===== src/rtl/pwb_pkg.sv =====
package pwb_pkg;
  localparam int DW = 16;

  // size encoding: 0 = byte, 1 = halfword
  function automatic int size_bytes(input logic sz);
    return sz ? 2 : 1;
  endfunction

  function automatic logic room_for(input int used, input int req, input int cap);
    return (used + req) <= cap;
  endfunction

  function automatic logic [DW-1:0] lane_mask(input logic sz, input logic [DW-1:0] d);
    return sz ? d : {8'h00, d[7:0]};
  endfunction
endpackage


===== src/rtl/pwb_credit.sv =====
module pwb_credit #(
  parameter int CAP_BYTES = 4,
  localparam int UW = $clog2(CAP_BYTES + 1)
) (
  input  logic          clk,
  input  logic          rst_n,
  input  logic          push,
  input  logic [UW-1:0] push_bytes,
  input  logic          pop,
  input  logic [UW-1:0] pop_bytes,
  output logic [UW-1:0] used
);
  logic [UW-1:0] used_nxt;

  always_comb begin
    used_nxt = used;
    if (push) used_nxt = used_nxt + push_bytes;
    if (pop)  used_nxt = used_nxt - pop_bytes;
  end

  always_ff @(posedge clk or negedge rst_n) begin
    if (!rst_n) used <= '0;
    else        used <= used_nxt;
  end

  p_no_overflow_r1: assert property (@(posedge clk) disable iff (!rst_n)
    int'(used) <= CAP_BYTES);

  p_push_fits_r2: assert property (@(posedge clk) disable iff (!rst_n)
    push |-> (int'(used) + int'(push_bytes)) <= CAP_BYTES);

  p_pop_covered_r4: assert property (@(posedge clk) disable iff (!rst_n)
    pop |-> used >= pop_bytes);
endmodule


===== src/rtl/pwb_fifo.sv =====
module pwb_fifo #(
  parameter int DEPTH = 4,
  parameter int AW    = 16,
  localparam int PW = (DEPTH > 1) ? $clog2(DEPTH) : 1,
  localparam int CW = $clog2(DEPTH + 1)
) (
  input  logic                   clk,
  input  logic                   rst_n,
  input  logic                   push,
  input  logic [AW-1:0]          in_addr,
  input  logic                   in_size,
  input  logic [pwb_pkg::DW-1:0] in_data,
  input  logic                   pop,
  output logic [AW-1:0]          hd_addr,
  output logic                   hd_size,
  output logic [pwb_pkg::DW-1:0] hd_data,
  output logic [CW-1:0]          count
);
  logic [AW-1:0]          addr_q [DEPTH];
  logic                   size_q [DEPTH];
  logic [pwb_pkg::DW-1:0] data_q [DEPTH];
  logic [PW-1:0]          wr_ptr, rd_ptr;

  function automatic logic [PW-1:0] step(input logic [PW-1:0] p);
    return (p == PW'(DEPTH - 1)) ? '0 : PW'(p + 1'b1);
  endfunction

  for (genvar s = 0; s < DEPTH; s++) begin : g_slot
    always_ff @(posedge clk) begin
      if (push && wr_ptr == PW'(s)) begin
        addr_q[s] <= in_addr;
        size_q[s] <= in_size;
        data_q[s] <= in_data;
      end
    end
  end

  always_ff @(posedge clk or negedge rst_n) begin
    if (!rst_n) begin
      wr_ptr <= '0;
      rd_ptr <= '0;
      count  <= '0;
    end else begin
      if (push) wr_ptr <= step(wr_ptr);
      if (pop)  rd_ptr <= step(rd_ptr);
      case ({push, pop})
        2'b10:   count <= count + 1'b1;
        2'b01:   count <= count - 1'b1;
        default: count <= count;
      endcase
    end
  end

  assign hd_addr = addr_q[rd_ptr];
  assign hd_size = size_q[rd_ptr];
  assign hd_data = data_q[rd_ptr];

  p_slot_free_r1: assert property (@(posedge clk) disable iff (!rst_n)
    push |-> int'(count) < DEPTH);

  p_pop_nonempty_r4: assert property (@(posedge clk) disable iff (!rst_n)
    pop |-> count != '0);
endmodule


===== src/rtl/pwb_mode.sv =====
module pwb_mode (
  input  logic clk,
  input  logic rst_n,
  input  logic buf_en,
  input  logic empty,
  output logic bypass
);
  always_ff @(posedge clk or negedge rst_n) begin
    if (!rst_n)      bypass <= 1'b0;
    else if (buf_en) bypass <= 1'b0;
    else if (empty)  bypass <= 1'b1;
  end

  p_enter_when_empty_r8: assert property (@(posedge clk) disable iff (!rst_n)
    (!buf_en && !empty && !bypass) |=> !bypass);

  p_leave_on_enable_r8: assert property (@(posedge clk) disable iff (!rst_n)
    buf_en |=> !bypass);
endmodule


===== src/rtl/pwb_top.sv =====
module pwb_top #(
  parameter int AW        = 16,
  parameter int CAP_BYTES = 4
) (
  input  logic                   clk,
  input  logic                   rst_n,
  input  logic                   buf_en,
  input  logic                   up_valid,
  input  logic [AW-1:0]          up_addr,
  input  logic                   up_size,
  input  logic [pwb_pkg::DW-1:0] up_data,
  output logic                   up_ready,
  output logic                   dn_valid,
  output logic [AW-1:0]          dn_addr,
  output logic                   dn_size,
  output logic [pwb_pkg::DW-1:0] dn_data,
  input  logic                   dn_ready
);
  localparam int DEPTH = CAP_BYTES;
  localparam int UW    = $clog2(CAP_BYTES + 1);
  localparam int CW    = $clog2(DEPTH + 1);

  logic                   bypass;
  logic [UW-1:0]          used;
  logic [CW-1:0]          entries;
  logic [AW-1:0]          hd_addr;
  logic                   hd_size;
  logic [pwb_pkg::DW-1:0] hd_data;
  logic [UW-1:0]          req_bytes, hd_bytes;
  logic                   fits, buf_empty, buf_valid;
  logic                   push_evt, pop_evt, drain_wait;

  assign req_bytes = UW'(pwb_pkg::size_bytes(up_size));
  assign hd_bytes  = UW'(pwb_pkg::size_bytes(hd_size));
  assign fits      = pwb_pkg::room_for(int'(used), int'(req_bytes), CAP_BYTES);
  assign buf_empty = (used == '0);
  assign buf_valid = !buf_empty;

  assign push_evt   = !bypass && buf_en && up_valid && fits;
  assign pop_evt    = !bypass && buf_valid && dn_ready;
  assign drain_wait = !bypass && !buf_en;

  pwb_credit #(.CAP_BYTES(CAP_BYTES)) u_credit (
    .clk(clk), .rst_n(rst_n),
    .push(push_evt), .push_bytes(req_bytes),
    .pop(pop_evt), .pop_bytes(hd_bytes),
    .used(used)
  );

  pwb_fifo #(.DEPTH(DEPTH), .AW(AW)) u_fifo (
    .clk(clk), .rst_n(rst_n),
    .push(push_evt), .in_addr(up_addr), .in_size(up_size),
    .in_data(pwb_pkg::lane_mask(up_size, up_data)),
    .pop(pop_evt),
    .hd_addr(hd_addr), .hd_size(hd_size), .hd_data(hd_data),
    .count(entries)
  );

  pwb_mode u_mode (
    .clk(clk), .rst_n(rst_n), .buf_en(buf_en),
    .empty(buf_empty), .bypass(bypass)
  );

  always_comb begin
    if (bypass) begin
      up_ready = dn_ready;
      dn_valid = up_valid;
      dn_addr  = up_addr;
      dn_size  = up_size;
      dn_data  = pwb_pkg::lane_mask(up_size, up_data);
    end else begin
      up_ready = buf_en && fits;
      dn_valid = buf_valid;
      dn_addr  = hd_addr;
      dn_size  = hd_size;
      dn_data  = hd_data;
    end
  end

  p_no_stall_r3: assert property (@(posedge clk) disable iff (!rst_n)
    (!bypass && buf_en && up_valid && buf_empty) |-> up_ready);

  p_hold_head_r5: assert property (@(posedge clk) disable iff (!rst_n)
    (!bypass && dn_valid && !dn_ready) |=>
      (dn_valid && $stable(dn_addr) && $stable(dn_size) && $stable(dn_data)));

  p_books_agree_r4: assert property (@(posedge clk) disable iff (!rst_n)
    (entries == '0) == buf_empty);

  p_bypass_empty_r8: assert property (@(posedge clk) disable iff (!rst_n)
    bypass |-> buf_empty);

  p_drain_refuses_r8: assert property (@(posedge clk) disable iff (!rst_n)
    drain_wait |-> !up_ready);

  p_byte_upper_zero_r9: assert property (@(posedge clk) disable iff (!rst_n)
    (dn_valid && !dn_size) |-> dn_data[15:8] == 8'h00);
endmodule


===== config.mk =====
export PLATFORM = sky130hd
export DESIGN_NAME = pwb_top
export DESIGN_NICKNAME = d
export VERILOG_FILES = /design/src/rtl/pwb_pkg.sv /design/src/rtl/pwb_credit.sv /design/src/rtl/pwb_fifo.sv /design/src/rtl/pwb_mode.sv /design/src/rtl/pwb_top.sv
export SDC_FILE = /design/constraint.sdc
export NUM_CORES = 1
export LEC_CHECK = 0
export CAP_MARGIN = 20
export CORE_MARGIN = 3
export CORE_UTILIZATION = 47
export CTS_CLUSTER_DIAMETER = 120
export DETAILED_ROUTE_END_ITERATION = 12
export GPL_TIMING_DRIVEN = 1
export HOLD_SLACK_MARGIN = 0.12
export PLACE_DENSITY = 0.73
export SYNTH_ARGS = -nofsm -noshare
export SYNTH_HDL_FRONTEND = slang
export SYNTH_SLANG_ARGS = --single-unit

===== constraint.sdc =====
create_clock -name clk -period 3.3 [get_ports clk]
set_clock_uncertainty 0.05 [all_clocks]
set_input_delay 0.495 -clock clk [delete_from_list [all_inputs] [get_ports clk]]
set_output_delay 0.495 -clock clk [all_outputs]
set_load 0.1 [all_outputs]

==> results.yml <==
outcome:
  status: "complete, no violations"
setup_path:
  worstSetupPathType: "in -> out"
  crit_path_end_kind: "output port"
  start_kind: "input port"
  critPathMaxStageDelay_ps: 410
  crit_chain: "clkdlybuf4s50_1 -> inv_1 -> ha_1 -> inv_1 -> fa_1 -> xnor2_1 -> buf_4 -> o21ai_2 -> o211ai_1 -> o21ai_2 -> buf_12"
  crit_fanout: 2
  worstPathRequired_ps: 2750
  crit_arrival_ps: 2540
  cpMaxStageDelayCell: "clkdlybuf4s50_1"
logic_synthesis:
  synth_area_um2: 5990
  syn_nets: 348
  ys_seq_area_share_pct: 69.6
  async_flop_share_pct: 5.71
  yosysWarnings: 0
  yosysTopAreaCellShare_pct: 66.2
  synth_area_leaders: "edfxtp_1 66%, mux4_2 11%, mux2_2 6.4%, dfrtp_1 3.3%, mux4_1 2.2%"
  syn_area_per_cell_um2: 20.0
  synth_edf_count: 132
  synth_ff_type: "edfxtp_1"
  yosysUniqueCellTypes: 40
  synthCells: 300
  yosys.area.top_type: "edfxtp_1"
  synth-seq-cells: 140
  synthTopCellsByCount: "132 x edfxtp_1, 34 x mux2_2, 28 x mux4_2"
  yosysMostFrequentCell: "edfxtp_1"
die:
  dieArea_um2: 14100
  fp.dieH_um: 119
  fp-row-count: 40
  coreArea_um2: 12200
  die_w_um: 119
  io_pins: 73
  initial_utilization_pct: 49.0
placement:
  dp_cells: 549
  place_congestion: 0.813
  io_buffers: 72
  place_hpwl_mm: 6.86
  dp_slack_ps: -280
  placed_cell_area_um2: 7080
global_route:
  antenna_found_initial: 0
  grt_max_degree: 42
  gr-usage-all-layers_pct: 17.1
  grt-ovfl-total: 0
  grt_first_pass_wirelength_mm: 17.9
  grt_pass1_vias: 3364
clocking:
  cts_buffers: 17
  root_buffer: "clkbuf_16"
  post_cts_buffers: 0
  holdBufCountCts: 0
  htree_levels: 4
  path_clk_slew_ps: 60
  post_cts_resized: 0
  clock_sinks: 140
  worstSkewPairLatency_ps: 420
  cts_tree: "yes"
  ctsLongestPathBuffers: 2
sta:
  rsz0062_at_grt: "no"
  fin_crit_sh_pct: 93.5
  slew_viol_final: 0
  max_freq_mhz: 324
  setup_ws_ps: 213
  hold_viol_final: 0
  tightest_slew_ps: 880
  finalSetupViolCount: 0
  relSlewSlack_pct: 41.3
  finalCriticalPeriod_ps: 3090
cells_and_area:
  fin_area_um2: 7660
  instances_no_fill: 581
  drive_above_1_share_pct: 38.3
  num-nets-final: 448
  num_antenna_cells: 0
  fillers: 882
  area_growth_syn_to_layout_pct: 28.0
  utilization_pct: 62.7
detailed_routing:
  wire_per_inst_um: 19.1
  drtIter0Drc: 210
  drc: 0
  postRouteAntennaNets: 0
  wirelength_mm: 11.1
  vias: 3114
  firstDrtPassIters: 4
  vias_per_cell: 5.36
hold_path:
  min_path_type: "in -> async"
run:
  maxCapViolCount: 0
-- cell type report --
type	instances	area (um^2)	area share (%)
Timing Repair Buffer	94	986	12.9
Clock inverter	13	150	1.96
Sequential cell	140	4170	54.4
Inverter	9	33.8	0.441
Tap cell	168	210	2.74
Multi-Input combinational cell	138	1680	21.9
Clock buffer	19	433	5.65
-- critical path, delay by kind of cell --
family	cells	cell delay, ps
buffers and inverters	5	910
AOI/OAI and AO/OA	3	370
xor gates and xnor gates	1	170
adders and majority gates	2	580
-- per-stage QoR --
step                hold slack [ps]  TNS (ps)
global route                    334         0
finish                          321         0
CTS                             320         0
detailed placement              601      -376
global placement                550      -243
floorplan                       149         0
-- final timing paths --
check / from / to / slack [ps] / cells past startpoint
hold reg to reg: u_fifo.wr_ptr[0] / u_fifo.wr_ptr[0] / 610 / 3
setup / recovery: up_size / up_ready / 210 / 11
min in group clk: u_fifo.wr_ptr[0] / u_fifo.wr_ptr[0] / 610 / 3
max in group asynchronous: rst_n / u_fifo.rd_ptr[1] / 2560 / 1
setup reg to reg: u_credit.used[0] / u_credit.used[2] / 340 / 12
hold / removal: rst_n / u_credit.used[0] / 320 / 1
-- kinds of logic (layout without fill, tap and decap cells) --
group | count (synthesis) | in the layout | synth area share [%]
DFF | 140 | 140 | 69.6
buffers and inverters | 22 | 135 | 2.51
adders and majority gates | 10 | 10 | 2.34
xor gates and xnor gates | 3 | 3 | 0.439
and+or+nand+nor | 33 | 33 | 2.99
AOI/OAI and AO/OA | 24 | 24 | 2.86
muxes | 68 | 68 | 19.3
-- routing by layer --
layer  GRT usage [%]  up-vias  wire, um
li1                -     1434         -
met1            22.6     1579      4850
met2            26.1       86      5480
met3            6.27       15       603
met4            6.88        0       163
met5               0        -         0
-- state kept, by name, summed over array words and instances, names as in the netlist --
signal and count:
u_credit.used 3, u_fifo.size_q 4, u_fifo.rd_ptr 2, u_mode.bypass 1
u_fifo.data_q 64, u_fifo.wr_ptr 2, u_fifo.addr_q 64
-- placed cells by master (no fill, tap or decap), types with 3 or more instances in the layout --
cell and instances:
mux2_2 34, ha_1 8, and3_2 4, o21ai_0 6
inv_1 9, clkdlybuf4s50_1 37, clkinv_2 4, a21o_1 3
mux4_2 28, and2_1 9, bufinv_16 3, nor2_1 5
nand2_1 4, mux4_1 5, dfrtp_1 5, dfrtp_2 3
buf_4 42, clkbuf_16 17, edfxtp_1 132, nand3_1 3
buf_12 15
Power is left out: the tool's default activity adds up to more than one toggle a clock period on the data nets, which glitch-free logic cannot reach.
